**src/rtl/alu8_pkg.sv**
```systemverilog
package alu8_pkg;

  localparam int OP_W = 6;

  typedef enum logic [OP_W-1:0] {
    OP_INV  = 6'b000000,
    OP_ADD  = 6'b000010,
    OP_SEQ  = 6'b000011,
    OP_PAR  = 6'b000100,
    OP_SUB  = 6'b000110,
    OP_SLT  = 6'b000111,
    OP_CNT  = 6'b001000,
    OP_SLTU = 6'b001011,
    OP_AND  = 6'b001101,
    OP_OR   = 6'b010001,
    OP_XOR  = 6'b010101,
    OP_MOV  = 6'b011001,
    OP_SHL  = 6'b011101,
    OP_SHR  = 6'b100001
  } aluOp_e;

  // One strobe per result source; at most one is high.
  typedef struct packed {
    logic inv;
    logic par;
    logic cnt;
    logic andOp;
    logic orOp;
    logic xorOp;
    logic mov;
    logic shl;
    logic shr;
    logic add;
    logic sub;
    logic seq;
    logic slt;
    logic sltu;
  } aluStrobe_t;

endpackage

```
**src/rtl/alu8_ctrl.sv**
```systemverilog
module alu8_ctrl
  import alu8_pkg::*;
(
  input  logic [OP_W-1:0] opCode,
  output aluStrobe_t      strobe
);

  always_comb begin
    strobe = '0;
    case (opCode)
      OP_INV:  strobe.inv   = 1'b1;
      OP_PAR:  strobe.par   = 1'b1;
      OP_CNT:  strobe.cnt   = 1'b1;
      OP_AND:  strobe.andOp = 1'b1;
      OP_OR:   strobe.orOp  = 1'b1;
      OP_XOR:  strobe.xorOp = 1'b1;
      OP_MOV:  strobe.mov   = 1'b1;
      OP_SHL:  strobe.shl   = 1'b1;
      OP_SHR:  strobe.shr   = 1'b1;
      OP_ADD:  strobe.add   = 1'b1;
      OP_SUB:  strobe.sub   = 1'b1;
      OP_SEQ:  strobe.seq   = 1'b1;
      OP_SLT:  strobe.slt   = 1'b1;
      OP_SLTU: strobe.sltu  = 1'b1;
      default: strobe = '0;
    endcase
  end

endmodule

```
**src/rtl/alu8_dp.sv**
```systemverilog
module alu8_dp
  import alu8_pkg::*;
#(
  parameter int DATA_W = 8
) (
  input  aluStrobe_t        strobe,
  input  logic [DATA_W-1:0] opA,
  input  logic [DATA_W-1:0] opB,
  output logic [DATA_W-1:0] result
);

  localparam int SH_W  = (DATA_W > 1) ? $clog2(DATA_W) : 1;
  localparam int CNT_W = $clog2(DATA_W + 1);
  localparam int MSB   = DATA_W - 1;

  // Shared subtractor: A + ~B + 1, carry out means A >= B unsigned.
  logic [DATA_W:0]   diffFull;
  logic [DATA_W-1:0] sumVal;
  logic              unsignedLt;
  logic              signedOvf;
  logic              signedLt;
  logic              isEqual;

  assign diffFull   = {1'b0, opA} + {1'b0, ~opB} + (DATA_W+1)'(1);
  assign sumVal     = opA + opB;
  assign unsignedLt = ~diffFull[DATA_W];
  assign signedOvf  = (opA[MSB] ^ opB[MSB]) & (opA[MSB] ^ diffFull[MSB]);
  assign signedLt   = diffFull[MSB] ^ signedOvf;
  assign isEqual    = (diffFull[DATA_W-1:0] == '0);

  // Reductions on A.
  logic [CNT_W-1:0] onesCount;
  logic             parityBit;

  always_comb begin
    onesCount = '0;
    for (int i = 0; i < DATA_W; i++) begin
      onesCount = onesCount + CNT_W'(opA[i]);
    end
  end

  assign parityBit = ^opA;

  // Single right-shifting barrel; left shifts reverse in and out.
  logic [DATA_W-1:0] revA;
  logic [DATA_W-1:0] shIn;
  logic [DATA_W-1:0] stage [0:SH_W];
  logic [DATA_W-1:0] revOut;
  logic              overRange;

  generate
    for (genvar i = 0; i < DATA_W; i++) begin : g_rev
      assign revA[i]   = opA[MSB-i];
      assign revOut[i] = stage[SH_W][MSB-i];
    end
  endgenerate

  assign shIn     = strobe.shl ? revA : opA;
  assign stage[0] = shIn;

  generate
    for (genvar k = 0; k < SH_W; k++) begin : g_shift
      assign stage[k+1] = opB[k] ? (stage[k] >> (1 << k)) : stage[k];
    end
  endgenerate

  assign overRange = ({1'b0, opB} >= (DATA_W+1)'(DATA_W));

  logic [DATA_W-1:0] shlVal;
  logic [DATA_W-1:0] shrVal;

  assign shlVal = overRange ? '0 : revOut;
  assign shrVal = overRange ? '0 : stage[SH_W];

  // AND-OR selection driven by the strobes.
  always_comb begin
    result = ({DATA_W{strobe.inv}}   & ~opA)
           | ({DATA_W{strobe.par}}   & DATA_W'(parityBit))
           | ({DATA_W{strobe.cnt}}   & DATA_W'(onesCount))
           | ({DATA_W{strobe.andOp}} & (opA & opB))
           | ({DATA_W{strobe.orOp}}  & (opA | opB))
           | ({DATA_W{strobe.xorOp}} & (opA ^ opB))
           | ({DATA_W{strobe.mov}}   & opB)
           | ({DATA_W{strobe.shl}}   & shlVal)
           | ({DATA_W{strobe.shr}}   & shrVal)
           | ({DATA_W{strobe.add}}   & sumVal)
           | ({DATA_W{strobe.sub}}   & diffFull[DATA_W-1:0])
           | ({DATA_W{strobe.seq}}   & DATA_W'(isEqual))
           | ({DATA_W{strobe.slt}}   & DATA_W'(signedLt))
           | ({DATA_W{strobe.sltu}}  & DATA_W'(unsignedLt));
  end

endmodule

```
**src/rtl/alu8.sv**
```systemverilog
module alu8
  import alu8_pkg::*;
#(
  parameter int DATA_W = 8
) (
  input  logic [OP_W-1:0]   opCode,
  input  logic [DATA_W-1:0] opA,
  input  logic [DATA_W-1:0] opB,
  output logic [DATA_W-1:0] result
);

  aluStrobe_t strobe;

  alu8_ctrl u_ctrl (
    .opCode (opCode),
    .strobe (strobe)
  );

  alu8_dp #(.DATA_W(DATA_W)) u_dp (
    .strobe (strobe),
    .opA    (opA),
    .opB    (opB),
    .result (result)
  );

endmodule

```
**config.mk**
```make
export PLATFORM = sky130hd
export DESIGN_NAME = alu8
export DESIGN_NICKNAME = d
export VERILOG_FILES = /design/src/rtl/alu8_pkg.sv /design/src/rtl/alu8_ctrl.sv /design/src/rtl/alu8_dp.sv /design/src/rtl/alu8.sv
export SDC_FILE = /design/constraint.sdc
export NUM_CORES = 1
export LEC_CHECK = 0
export BUFFER_PORTS_ARGS = -buffer_cell sky130_fd_sc_hd__buf_2
export CAP_MARGIN = 25
export CORE_UTILIZATION = 61
export DETAILED_ROUTE_END_ITERATION = 6
export PLACE_DENSITY = 0.91
export SLEW_MARGIN = 20
export SYNTH_ARGS = -nofsm -noshare
export SYNTH_HDL_FRONTEND = slang
export SYNTH_HIERARCHICAL = 1
export SYNTH_SLANG_ARGS = --single-unit
```
**constraint.sdc**
```tcl
create_clock -name vclk -period 6.7
set_clock_uncertainty 0.15 [all_clocks]
set_input_delay 1.34 -clock vclk [all_inputs]
set_output_delay 1.34 -clock vclk [all_outputs]
set_load 0.01 [all_outputs]
```
==> run summary <==
The detailed router's first-iteration violation count came out at 455. Net switching is 59.3% of the power. The initial antenna violation count came out at 0. For the pin with the worst max-slew slack, the measured transition is 861 ps. The arrival time of the worst setup path was 4760 ps. Measured on the finished design, the core utilization comes to 70.5%. The number of antenna diodes in the final layout is 0. The Yosys step of the flow raised 6 warnings. At the end of routability-driven placement, the weighted congestion stood at 1.04. The maximum net fanout on the critical path was 12. The startpoint type of the worst setup path was a primary input.

Row count: 20. The die outline area was 3490 µm²; the data required time of the worst path was 5210 ps. Switching power summed over all nets: 0.0000877 W. A synthesized cell averages 7.70 µm². The area growth from synthesis to layout is 9.19%. In this run, distinct cell masters in the synthesized netlist total 52. The first TritonRoute pass finished after 7 iterations. The filler cells instantiated in the layout total 268.

Once detailed placement completed, the half-perimeter wirelength came to 4870 µm. Worst max-slew margin expressed relative to the limit: 42.5%. The leakage power of the design was 0.950 nW; the delay of the slowest cell on the worst path was 550 ps. The first global-routing pass estimated 9650 µm of wire. The number of buffers inserted by port buffering is 30, and the total negative slack for setup checks is 0 ps. Dividing total power by cell area gives a power density of 68.2 nW/µm².

Summing all flip-flop and latch instances after layout gives 0 µm². Setup violations remaining at the end of the flow were counted as 0. Counting every net in the synthesized netlist gives 315. The tools report the sequential cell count as 0. The number of hold violations in the final report is 0, and the vertical extent of the die is 59.1 µm. The checks that failed: DRC. After detailed routing, the average wire length per cell comes to 19.3 µm. The tool flagged a number of max-cap violations equal to 0.

The layout has 0 clock buffers. The share of the Yosys chip area taken by registers is 0%. The final route contains 2269 vias. Setup repair after global routing left no endpoint under its margin. The total area inside the core boundary comes to 3080 µm². The most common cell type on the critical path is sky130_fd_sc_hd__fa_1. The period utilization was 93.2%; the worst-case hold slack was 3030 ps.

The share of layout cells above drive strength 1 is 17.1%, and the overflow left after global routing is 0. The detailed-route vias per instance works out to 6.98. Summing all multi-input logic gate instances after layout gives 1820 µm². Gates resized during post-CTS repair numbered 0. The final routed DRC violation total was 3; the final net count was 340.

The via count of the first global-routing pass was 1959; the peak ir drop on the vdd network was 0.0000453 V. In this run the cell area of the synthesized design comes to 1990 µm². Global routing used 36.8% of the available tracks. Wires add up to 6270 µm. The die width works out to 59.1 µm. The clock period minus worst slack is 6250 ps. The clock network accounts for 0% of the total power. In this run the remaining antenna-violating nets after routing total 0. Derived from the worst setup path, the maximum achievable clock frequency is 160 MHz. The signal on the critical path passes through buf_2, inv_1, fa_1, fa_1, fa_1, inv_1, ha_1, fa_1, xor2_1, a222oi_1, and3_1, o211ai_1, buf_2. In this run, the combinational gates consume 100.0% of the power. In this run, flip-flops and latches consume 0% of the power. STA classifies the critical path endpoint as an output port. In this run, post-CTS hold repair placed 0 buffers. For this design, the slowest cell found on the critical path is sky130_fd_sc_hd__fa_1.

Buffers added to address setup during post-CTS repair amount to 0. For the max-slew violation count, the log shows 0. For this configuration, the core starts out at a cell density of 64.6%.

Entering global routing, the biggest net connects 19 pins. The flow ran to the end, but the final reports show violations. The startpoint-to-endpoint class of the critical path is in2out. The total internal power is 0.0000602 W, and the synthesized netlist cell count is 258. The I/O pin count was 30.

The path type of the worst min-delay path is in2out.
==> power by group through the flow <==
stage | Sequential (W) | Clock [W] | Combinational (W)
finish | 0 | 0 | 0.000148
global route | 0 | 0 | 0.000159
CTS | 0 | 0 | 0.000143
detailed placement | 0 | 0 | 0.000143
global placement | 0 | 0 | 0.000139
floorplan | 0 | 0 | 0.0000995
==> critical path, delay by kind of cell <==
kind            cells  cell delay (ps)
compound gates      2              440
fa+ha+maj           5             2050
simple gates        1              220
xor+xnor            1              170
buf+inv             4              550
==> through the flow <==
stage | area (µm²) | total power [W] | worst slack [ps] | cells
CTS | 2170 | 0.000143 | 530 | 325
global placement | 2160 | 0.000139 | 580 | 324
floorplan | 1990 | 0.0000995 | 1060 | 258
global route | 2170 | 0.000159 | 321 | 325
detailed placement | 2170 | 0.000143 | 542 | 325
finish | 2170 | 0.000148 | 453 | 325
==> final timing paths <==
| kind | startpoint | slack [ps] | to | cells past startpoint |
|---|---|---|---|---|
| hold / removal | opB[5] | 3030 | result[5] | 6 |
| setup / recovery | opA[1] | 450 | result[2] | 13 |
==> cells in the mapped netlist (5+ instances only) <==
cell type                  count  area, µm²
sky130_fd_sc_hd__xnor2_1      13        114
sky130_fd_sc_hd__o211ai_1      6       45.0
sky130_fd_sc_hd__inv_1        30        113
sky130_fd_sc_hd__nor3_1        5       25.0
sky130_fd_sc_hd__a21oi_1      18       90.1
sky130_fd_sc_hd__o21ai_0       8       40.0
sky130_fd_sc_hd__fa_1          7        140
sky130_fd_sc_hd__nor2_1       20       75.1
sky130_fd_sc_hd__a211oi_1      5       37.5
sky130_fd_sc_hd__ha_1         28        350
sky130_fd_sc_hd__nand2b_1      6       37.5
sky130_fd_sc_hd__o21bai_1      6       45.0
sky130_fd_sc_hd__clkbuf_1      6       22.5
sky130_fd_sc_hd__nand2_1      18       67.6
sky130_fd_sc_hd__a22oi_1       7       52.6
==> routing by layer <==
metal	wire length (µm)	global-route usage, %	up-vias
li1	-	-	1008
met1	2450	51.4	1047
met2	2740	57.8	187
met3	819	5.24	27
met4	252	13.3	0
met5	0	0	-
==> area by class of cell <==
cell class | instances | area share (%)
repair buffers | 35 | 8.54
inverters | 30 | 5.19
well taps | 44 | 2.54
multi-input cells | 216 | 83.7
==> logic make-up after synthesis <==
family | synth area share, %
mux | 10.8
buf+inv | 8.56
compound gates | 27.6
xor+xnor | 7.49
simple gates | 20.8
fa+ha+maj | 24.7
==> cell usage in the layout, fill, tap and decap left out, types with 2 or more instances in the layout <==
master / count
sky130_fd_sc_hd__xor2_1: 4
sky130_fd_sc_hd__nand4_1: 2
sky130_fd_sc_hd__nor3b_1: 2
sky130_fd_sc_hd__a31oi_1: 3
sky130_fd_sc_hd__o21bai_1: 6
sky130_fd_sc_hd__a211o_1: 3
sky130_fd_sc_hd__mux2i_1: 3
sky130_fd_sc_hd__buf_4: 4
sky130_fd_sc_hd__fa_1: 7
sky130_fd_sc_hd__mux4_2: 4
sky130_fd_sc_hd__o22ai_1: 4
sky130_fd_sc_hd__nor3_2: 4
sky130_fd_sc_hd__o211ai_1: 6
sky130_fd_sc_hd__mux4_1: 3
sky130_fd_sc_hd__nor2_1: 20
sky130_fd_sc_hd__o21ai_0: 8
sky130_fd_sc_hd__nand2b_1: 6
sky130_fd_sc_hd__nand2_1: 18
sky130_fd_sc_hd__a211oi_1: 5
sky130_fd_sc_hd__a221oi_1: 2
sky130_fd_sc_hd__xnor2_1: 13
sky130_fd_sc_hd__a21oi_1: 18
sky130_fd_sc_hd__inv_1: 30
sky130_fd_sc_hd__a222oi_1: 4
sky130_fd_sc_hd__o221ai_1: 2
sky130_fd_sc_hd__buf_2: 31
sky130_fd_sc_hd__nand3_1: 2
sky130_fd_sc_hd__or4_4: 2
sky130_fd_sc_hd__nor4_1: 4
sky130_fd_sc_hd__ha_1: 28
sky130_fd_sc_hd__a22oi_1: 7
sky130_fd_sc_hd__nor3_1: 5
sky130_fd_sc_hd__and3_1: 4
Power figures use the tool's default switching activity.
